## src/rtl/sprite_pkg.sv

```systemverilog
package sprite_pkg;

    typedef enum logic {
        S_IDLE  = 1'b0,
        S_SHIFT = 1'b1
    } ser_state_e;

    // extra repeats of each graphics bit for a 2-bit size code
    function automatic logic [1:0] extra_reps(input logic [1:0] code);
        logic [1:0] r;
        unique case (code)
            2'b01:   r = 2'd1;
            2'b11:   r = 2'd3;
            default: r = 2'd0;
        endcase
        return r;
    endfunction

endpackage

```

## src/rtl/obj_serializer.sv

```systemverilog
module obj_serializer
    import sprite_pkg::*;
#(
    parameter int GW  = 8,
    parameter int HCW = 8
) (
    input  logic           clk,
    input  logic           rst_n,
    input  logic [HCW-1:0] hcount,
    input  logic [HCW-1:0] hpos,
    input  logic [GW-1:0]  gfx,
    input  logic [1:0]     size,
    output logic           pix
);

    localparam int BCW = (GW > 1) ? $clog2(GW) : 1;

    ser_state_e     state, state_nx;
    logic [GW-1:0]  shreg;
    logic [1:0]     rep_cnt, rep_max;
    logic [BCW-1:0] bit_cnt;
    logic           hit, wrap, last;

    assign hit  = (hcount == hpos);
    assign wrap = (hcount == '0);
    assign last = (rep_cnt == 2'd0) && (bit_cnt == '0);

    always_comb begin
        state_nx = state;
        unique case (state)
            S_IDLE:  if (hit) state_nx = S_SHIFT;
            S_SHIFT: begin
                if (hit)       state_nx = S_SHIFT;   // retrigger
                else if (wrap) state_nx = S_IDLE;    // clip
                else if (last) state_nx = S_IDLE;    // finish
            end
            default: state_nx = S_IDLE;
        endcase
    end

    always_ff @(posedge clk) begin
        if (!rst_n) state <= S_IDLE;
        else        state <= state_nx;
    end

    always_ff @(posedge clk) begin
        if (!rst_n) begin
            shreg   <= '0;
            rep_cnt <= '0;
            rep_max <= '0;
            bit_cnt <= '0;
        end else if (hit) begin
            shreg   <= gfx;
            rep_max <= extra_reps(size);
            rep_cnt <= extra_reps(size);
            bit_cnt <= BCW'(GW - 1);
        end else if (state == S_SHIFT && !wrap) begin
            if (rep_cnt != 2'd0) begin
                rep_cnt <= rep_cnt - 2'd1;
            end else if (bit_cnt != '0) begin
                shreg   <= {shreg[GW-2:0], 1'b0};
                bit_cnt <= bit_cnt - 1'b1;
                rep_cnt <= rep_max;
            end
        end
    end

    always_comb begin
        pix = (state == S_SHIFT) && shreg[GW-1];
    end

    p_match_loads_r3: assert property (@(posedge clk) disable iff (!rst_n)
        hit |=> (state == S_SHIFT) && (bit_cnt == BCW'(GW - 1)));

    p_wrap_clips_r9: assert property (@(posedge clk) disable iff (!rst_n)
        (state == S_SHIFT && wrap && !hit) |=> (state == S_IDLE));

    p_stretch_hold_r5: assert property (@(posedge clk) disable iff (!rst_n)
        (state == S_SHIFT && !hit && !wrap && rep_cnt != 2'd0) |=> $stable(shreg));

    p_rep_bound_r6: assert property (@(posedge clk) disable iff (!rst_n)
        rep_cnt <= rep_max);

    p_idle_stays_r11: assert property (@(posedge clk) disable iff (!rst_n)
        (state == S_IDLE && !hit) |=> (state == S_IDLE));

endmodule

```

## src/rtl/sprite_hpos_serializer.sv

```systemverilog
module sprite_hpos_serializer
    import sprite_pkg::*;
#(
    parameter int HCW = 8,
    parameter int NPL = 4,
    parameter int NMS = 4,
    parameter int PGW = 8,
    parameter int MGW = 2,
    parameter int DW  = 8,
    parameter int AW  = 5
) (
    input  logic           clk,
    input  logic           rst_n,
    input  logic [HCW-1:0] hcount,
    input  logic           wr_en,
    input  logic [AW-1:0]  wr_addr,
    input  logic [DW-1:0]  wr_data,
    output logic [NPL-1:0] player_pix,
    output logic [NMS-1:0] missile_pix
);

    localparam int MGB    = NMS * MGW;
    localparam int MSB_W  = NMS * 2;
    localparam int A_PPOS = 0;
    localparam int A_MPOS = A_PPOS + NPL;
    localparam int A_PSZ  = A_MPOS + NMS;
    localparam int A_MSZ  = A_PSZ + NPL;
    localparam int A_PGFX = A_MSZ + 1;
    localparam int A_MGFX = A_PGFX + NPL;

    logic [NPL-1:0][HCW-1:0] ppos;
    logic [NMS-1:0][HCW-1:0] mpos;
    logic [NPL-1:0][1:0]     psz;
    logic [MSB_W-1:0]        msz;
    logic [NPL-1:0][PGW-1:0] pgfx;
    logic [MGB-1:0]          mgfx;

    always_ff @(posedge clk) begin
        if (!rst_n) begin
            ppos <= '0;
            mpos <= '0;
            psz  <= '0;
            msz  <= '0;
            pgfx <= '0;
            mgfx <= '0;
        end else if (wr_en) begin
            for (int i = 0; i < NPL; i++) begin
                if (wr_addr == AW'(A_PPOS + i)) ppos[i] <= wr_data[HCW-1:0];
                if (wr_addr == AW'(A_PSZ + i))  psz[i]  <= wr_data[1:0];
                if (wr_addr == AW'(A_PGFX + i)) pgfx[i] <= wr_data[PGW-1:0];
            end
            for (int i = 0; i < NMS; i++) begin
                if (wr_addr == AW'(A_MPOS + i)) mpos[i] <= wr_data[HCW-1:0];
            end
            if (wr_addr == AW'(A_MSZ))  msz  <= wr_data[MSB_W-1:0];
            if (wr_addr == AW'(A_MGFX)) mgfx <= wr_data[MGB-1:0];
        end
    end

    generate
        for (genvar p = 0; p < NPL; p++) begin : g_player
            obj_serializer #(.GW(PGW), .HCW(HCW)) u_ser (
                .clk    (clk),
                .rst_n  (rst_n),
                .hcount (hcount),
                .hpos   (ppos[p]),
                .gfx    (pgfx[p]),
                .size   (psz[p]),
                .pix    (player_pix[p])
            );
        end
        for (genvar m = 0; m < NMS; m++) begin : g_missile
            obj_serializer #(.GW(MGW), .HCW(HCW)) u_ser (
                .clk    (clk),
                .rst_n  (rst_n),
                .hcount (hcount),
                .hpos   (mpos[m]),
                .gfx    (mgfx[m*MGW +: MGW]),
                .size   (msz[m*2 +: 2]),
                .pix    (missile_pix[m])
            );
        end
    endgenerate

    p_regs_hold_r2: assert property (@(posedge clk) disable iff (!rst_n)
        !wr_en |=> $stable({ppos, mpos, psz, msz, pgfx, mgfx}));

    p_unused_addr_r2: assert property (@(posedge clk) disable iff (!rst_n)
        (wr_en && wr_addr > AW'(A_MGFX)) |=> $stable({ppos, mpos, psz, msz, pgfx, mgfx}));

endmodule

```

## config.mk

```make
export PLATFORM = sky130hd
export DESIGN_NAME = sprite_hpos_serializer
export DESIGN_NICKNAME = d
export VERILOG_FILES = /design/src/rtl/sprite_pkg.sv /design/src/rtl/obj_serializer.sv /design/src/rtl/sprite_hpos_serializer.sv
export SDC_FILE = /design/constraint.sdc
export NUM_CORES = 1
export LEC_CHECK = 0
export ABC_AREA = 1
export ABC_CLOCK_PERIOD_IN_PS = 1800
export BUFFER_PORTS_ARGS = -buffer_cell sky130_fd_sc_hd__buf_2
export CORE_ASPECT_RATIO = 1.75
export CORE_UTILIZATION = 60
export CTS_BUF_LIST = sky130_fd_sc_hd__clkbuf_4 sky130_fd_sc_hd__clkbuf_8 sky130_fd_sc_hd__clkbuf_16
export DETAILED_ROUTE_END_ITERATION = 6
export HOLD_SLACK_MARGIN = 0.02
export PLACE_DENSITY = 0.89
export SLEW_MARGIN = 20
export SYNTH_ARGS = -nofsm -noshare
export SYNTH_HDL_FRONTEND = slang
export SYNTH_SLANG_ARGS = --single-unit
```

## constraint.sdc

```tcl
create_clock -name clk -period 1.8 [get_ports clk]
set_input_delay 0.09 -clock clk [delete_from_list [all_inputs] [get_ports clk]]
set_output_delay 0.09 -clock clk [all_outputs]
set_load 0.05 [all_outputs]
```

Yosys cells after proc, flatten, opt, wreduce, memory -nomap -nowiden
Cells that the tools add are included.
{"block": "word_totals", "reg_bits": 216, "out_inout_bits": 8}
{"block": "classes", "add_sub_neg": 16, "n_eq_ne": 49, "muxes": 144, "bitwise_logic": 12, "reduce_logical": 113}
{"operator": "8-bit two-way mux", "n": 16}
{"operator": "2-bit two-way mux", "n": 48}
{"operator": "8-bit == test", "n": 8}
{"operator": "2-bit AND reduction", "n": 30}
{"operator": "1-bit two-way mux", "n": 48}
{"operator": "3-bit two-way mux", "n": 16}
{"operator": "2-bit nonzero test", "n": 24}
{"operator": "5-bit by 4-bit == test with 1-bit output, second input constant", "n": 8}
{"operator": "3-bit nonzero test", "n": 12}
{"operator": "2-bit one-hot mux with 2 select lines", "n": 8}
{"operator": "1-bit logical AND", "n": 24}
{"operator": "3-bit AND reduction", "n": 8}
{"operator": "5-bit by 3-bit == test with 1-bit output, second input constant", "n": 4}
{"operator": "2-bit by 1-bit == test with 1-bit output, second input constant", "n": 8}
{"operator": "2-bit == test, second input constant", "n": 8}
{"operator": "2-bit logical NOT", "n": 8}
{"operator": "2-bit by 1-bit != test with 1-bit output, second input constant", "n": 8}
{"operator": "1-bit one-hot mux with 2 select lines", "n": 8}
{"operator": "2-bit by 1-bit subtractor with 2-bit output, second input constant", "n": 8}
{"operator": "3-bit logical NOT", "n": 4}
{"operator": "1-bit NOT", "n": 12}
{"operator": "3-bit by 1-bit subtractor with 3-bit output, second input constant", "n": 4}
{"operator": "5-bit by 2-bit == test with 1-bit output, second input constant", "n": 2}
{"operator": "5-bit == test, second input constant", "n": 2}
{"operator": "5 further kinds", "n": 8}

Depth between registers and ports, before layout
{"block": "depth", "ltp_word": 6, "depth_mapped": 12, "depth_no_buf": 11}

Hierarchy
Synthesis repeated with hierarchy kept, for this count alone.
{"block": "hier_totals", "hier_cells": 1931, "hier_area_um2": 11792.6}
{"mod": "sprite_hpos_serializer", "n_inst": 1, "cells_each": 879, "area_each_um2": 5416.4}
{"mod": "obj_serializer (g_player[0].u_ser ...)", "n_inst": 4, "cells_each": 163, "area_each_um2": 1017.2}
{"mod": "obj_serializer (g_missile[0].u_ser ...)", "n_inst": 4, "cells_each": 100, "area_each_um2": 576.8}

Worst setup path before layout
OpenSTA, ideal clock, no wires.
{"block": "synth_path", "kind": "register -> register", "from": "register g_player[2].u_ser.bit_cnt[0]", "to": "register g_player[2].u_ser.shreg[2]", "t_arrival_ns": 1.334, "required_time_ns": 1.682, "slack_ns": 0.348, "stages_incl_launch_ff": 10, "period_less_slack_ns": 1.452, "path_cell_list": "dfxtp_1 > inv_1 > ha_1 > inv_1 > nor2_1 > nor2_1 > nand2_4 > buf_4 > nor3_1 > nor2_1"}
{"block": "synth_between", "elab_chain_cells": 3}
{"element": "from (decl)", "line_no": "obj_serializer.sv:21", "text": "logic [BCW-1:0] bit_cnt;"}
{"element": "from (signal assigned)", "line_no": "obj_serializer.sv:56", "text": "bit_cnt <= BCW'(GW - 1);"}
{"element": "from (signal assigned)", "line_no": "obj_serializer.sv:62", "text": "bit_cnt <= bit_cnt - 1'b1;"}
{"element": "3-bit nonzero test", "line_no": "obj_serializer.sv:60", "text": "end else if (bit_cnt != '0) begin"}
{"element": "2-bit nonzero test (no source line)"}
{"element": "3-bit AND reduction (no source line)"}
{"element": "to (signal assigned)", "line_no": "obj_serializer.sv:53", "text": "shreg <= gfx;"}
{"element": "to (signal assigned)", "line_no": "obj_serializer.sv:61", "text": "shreg <= {shreg[GW-2:0], 1'b0};"}
{"element": "to (decl)", "line_no": "obj_serializer.sv:19", "text": "logic [GW-1:0] shreg;"}
Every way passes these cells.
A chain may end at the register's enable or synchronous reset.

Final worst setup path
{"block": "layout_path", "from": "input wr_addr[0]", "to": "register ppos[31] in the netlist's numbering"}
{"block": "layout_between", "elab_chain_cells": 2}
{"element": "from (decl)", "line_no": "sprite_hpos_serializer.sv:16", "text": "input logic [AW-1:0] wr_addr,"}
{"element": "5-bit by 2-bit == test with 1-bit output", "line_no": "sprite_hpos_serializer.sv:48", "text": "if (wr_addr == AW'(A_PPOS + i)) ppos[i] <= wr_data[HCW-1:0];"}
{"element": "2-bit AND reduction (no source line)"}
{"element": "to (signal, indexed assignment)", "line_no": "sprite_hpos_serializer.sv:48"}
{"element": "to (decl)", "line_no": "sprite_hpos_serializer.sv:31", "text": "logic [NPL-1:0][HCW-1:0] ppos;"}
Every way passes these cells.

==> parameters.txt <==
Parameter                              Value

Critical path
  Element type at the critical path end ... flop
  Critical path startpoint category ... primary input
  Data required time at the worst endpoint ... 2150 ps
  Worst setup path class ... primary input to flop
  Delay of the slowest cell on the worst path ... 530 ps
  Slowest cell on the critical path ... sky130_fd_sc_hd__dlygate4sd3_1
  Cell breakdown of the critical path ... dlygate4sd3_1 > buf_2 > nand2_1 > inv_1 > nand3_1 > o21ai_0 > a21oi_1
  Arrival time of the worst setup path ... 1980 ps
  Maximum fanout encountered on the critical timing path ... 16

Synthesis
  Combinational family with the most area after synthesis ... simple AND/OR/NAND/NOR gates
  Post-synth cell types ... 33
  Multiplexer share of the synthesized area ... 0%
  Syn. warnings ... 0
  Post-synthesis sequential element count ... 216
  Avg Inst Size Synth ... 6.71 sq um
  Number of instances in the synthesized netlist ... 1,610
  Leading area contributor after synthesis ... sky130_fd_sc_hd__dfxtp_1
  Post-Syn Nets ... 1,642
  Total standard cell area after synthesis ... 0.0108 sq mm
  Fraction of post-synthesis cell area in the top cell type by area ... 40.0%
  Xor and xnor area share after synthesis ... 4.43%
  Sequential fraction of the synthesis area ... 40.0%
  Share of synthesized cell area in full adder, half adder and majority cells ... 0.926%
  Simple logic cell fraction of the synthesized area ... 32.2%
  Complex-gate fraction of the synthesized area ... 11.1%
  Top area cells in the synthesized netlist ... sky130_fd_sc_hd__dfxtp_1, sky130_fd_sc_hd__nand2_1, sky130_fd_sc_hd__nor2_1, sky130_fd_sc_hd__nand3_1, sky130_fd_sc_hd__inv_1

Drt
  Post-detailed-route count of antenna-violating nets ... 0
  Initial drt markers ... 606
  DRC ... 0
  Mean number of vias per cell ... 5.43
  Number of vias after detailed routing ... 10,100
  Total Wirelength ... 25,700 microns
  Routed len/inst ... 13.8 microns
  Number of search-and-repair iterations in the first detailed-routing pass ... 5

Global route
  GRT Total Usage ... 28.6%
  Antenna violations before repair ... 0
  Wire length of the first global-routing pass ... 42,600 microns
  Via count of the first global-routing pass ... 9,386
  Maximum number of pins on one net before global-route repair ... 149
  Sum of overflow across all layers after global routing ... 0

CTS
  Clock slew at reported path FFs ... 60 ps
  H-tree Lvls ... 1
  Max Buffers Root-to-Sink ... 3
  CTS root buf ... sky130_fd_sc_hd__clkbuf_16
  Clock network latency to the later pin of the worst-skew pair ... 500 ps
  TritonCTS Sinks ... 216
  CTS tree ... yes
  CTS buffer count ... 21
  Buffer count from post-CTS setup fixing ... 0

Placement
  Post-placement setup slack ... 88.4 ps
  Count of input and output buffers ... 31
  Final estimated routing congestion in global placement ... 0.878
  HPWL after DPL ... 17,000 microns

Pwr
  Overall Power ... 9800 uW
  Power Dens Cells ... 835 mW/mm^2
  Leak ... 0.00521 uW
  Worst-case vdd ir drop ... 0.707 mV

Layout
  Area growth, synth to finish ... 8.61%
  Net total in the final layout ... 1,649
  Most frequent standard cell in the layout excluding fill and tap cells ... sky130_fd_sc_hd__nand2_1
  Fraction of final layout cells with drive strength greater than 1 ... 8.40%
  Diodes inserted ... 0
  Most frequent cells in the layout ... sky130_fd_sc_hd__nand2_1, sky130_fd_sc_hd__nor2_1, sky130_fd_sc_hd__dfxtp_1

STA
  Number of endpoints failing setup at the final stage ... 0
  Number of pins exceeding their max-slew limit in the final report ... 0
  Setup TNS ... 0 ps
  Post-route worst setup slack ... 168 ps
  Max Clk Rate ... 613 MHz
  Max-slew headroom at the worst pin ... 61.2%
  Period utilisation layout ... 90.7%
  Transition time at the pin with the least slew margin ... 582 ps
  Final Skew ... 14.5 ps
  Final critical-path required period ... 1630 ps
  Setup repair after global routing missed its margin ... no
  Number of failing hold endpoints at the final stage ... 0

Floorplan
  Die area ... 0.0186 sq mm
  Initial Util ... 61.6%
  Die Span X ... 103 microns
  Vertical extent of the die ... 180 microns
  Num ports ... 32
  Core ar. ... 0.0175 sq mm
  # rows ... 64

Status
  Run status ... completed

Min path
  Tightest Hold Check Type ... primary input to flop

Run
  Max-capacitance violation count ... 0
## cell families after synthesis
group	after synthesis
compound gates	237
xor+xnor	53
flops	216
buf+inv	282
fa+ha+maj	8
simple gates	814
## power breakdown
| group | internal [uW] | switching [uW] |
|---|---|---|
| Combinational | 193 | 451 |
| Clock | 2480 | 1840 |
| Sequential | 4820 | 22.3 |
| Total | 7490 | 2320 |
## routing by layer
metal / vias to the layer above / wire [microns] / GRT usage [%]
met2: 337 / 12900 / 49.3
met3: 103 / 1660 / 3.23
met1: 4597 / 9790 / 33.5
li1: 5060 / - / -
met4: 0 / 1390 / 15.5
met5: - / 0 / 0
## cells in the mapped netlist
library cell,count
sky130_fd_sc_hd__buf_4,14
sky130_fd_sc_hd__inv_1,197
sky130_fd_sc_hd__a21oi_2,1
sky130_fd_sc_hd__nor2_8,1
sky130_fd_sc_hd__o21ai_0,102
sky130_fd_sc_hd__nor3_2,1
sky130_fd_sc_hd__xnor2_1,43
sky130_fd_sc_hd__buf_2,11
sky130_fd_sc_hd__xnor2_2,2
sky130_fd_sc_hd__nor4_2,1
sky130_fd_sc_hd__and2_1,5
sky130_fd_sc_hd__inv_2,6
sky130_fd_sc_hd__nand4_1,5
sky130_fd_sc_hd__nand2_4,4
sky130_fd_sc_hd__dfxtp_1,216
sky130_fd_sc_hd__nand2_2,6
sky130_fd_sc_hd__nand2_1,369
sky130_fd_sc_hd__nand3b_1,14
sky130_fd_sc_hd__o21ai_1,3
sky130_fd_sc_hd__xor2_1,8
sky130_fd_sc_hd__a21oi_1,127
sky130_fd_sc_hd__or2_1,2
sky130_fd_sc_hd__nor2_1,216
sky130_fd_sc_hd__nor2_2,13
sky130_fd_sc_hd__nor3_1,23
sky130_fd_sc_hd__buf_1,2
sky130_fd_sc_hd__nor2_4,2
sky130_fd_sc_hd__and2_4,1
sky130_fd_sc_hd__nand3_1,151
sky130_fd_sc_hd__buf_6,13
sky130_fd_sc_hd__clkbuf_1,39
sky130_fd_sc_hd__ha_1,8
sky130_fd_sc_hd__o211ai_1,4
## state kept, by name, indices dropped and copies added, names as in the netlist, 12 cells and up
name                    cells
ppos                       32
g_player.u_ser.bit_cnt     12
g_player.u_ser.shreg       32
pgfx                       32
mpos                       32
## worst max-delay path: cells and delay by family
family / cells / cell delay, ps
buffers and inverters: 3 / 910
AOI/OAI and AO/OA: 2 / 430
and+or+nand+nor: 2 / 540
## worst paths after layout
kind,from,end,slack (ps),cells past startpoint
min,wr_addr[1],psz[5],70,5
max reg2reg,g_player[2].u_ser.bit_cnt[0],g_player[2].u_ser.shreg[7],190,10
max,wr_addr[0],ppos[31],170,7
min reg2reg,pgfx[29],pgfx[29],450,2
## area by class of cell
class,count,area (sq um)
Sequential cell,216,4320
Timing Repair Buffer,63,428
Inverter,203,762
Clock inverter,4,26.3
Multi-Input combinational cell,1112,5270
Clock buffer,32,646
Fill cell,1451,5800
Tap cell,231,289
## through the flow
| step | hold slack, ps | area (sq um) | utilization, % | std cells |
|---|---|---|---|---|
| 2_1_floorplan | 281 | 10800 | - | 1610 |
| 3_3_place_gp | 411 | 11000 | 63.0 | 1823 |
| 3_5_place_dp | 415 | 11000 | 63.0 | 1823 |
| 4_1_cts | 49.9 | 11700 | 66.9 | 1861 |
| 5_1_grt | 75.7 | 11700 | 67.0 | 1861 |
| 6_report | 65.9 | 11700 | 67.0 | 1861 |
## repair_timing
action,CTS,global route
endpoints found under the setup margin,0,8
hold endpoints to repair,4,0
resized for setup,0,1
hold buffers,2,0
Note: power is estimated with default switching activity, not from simulation.
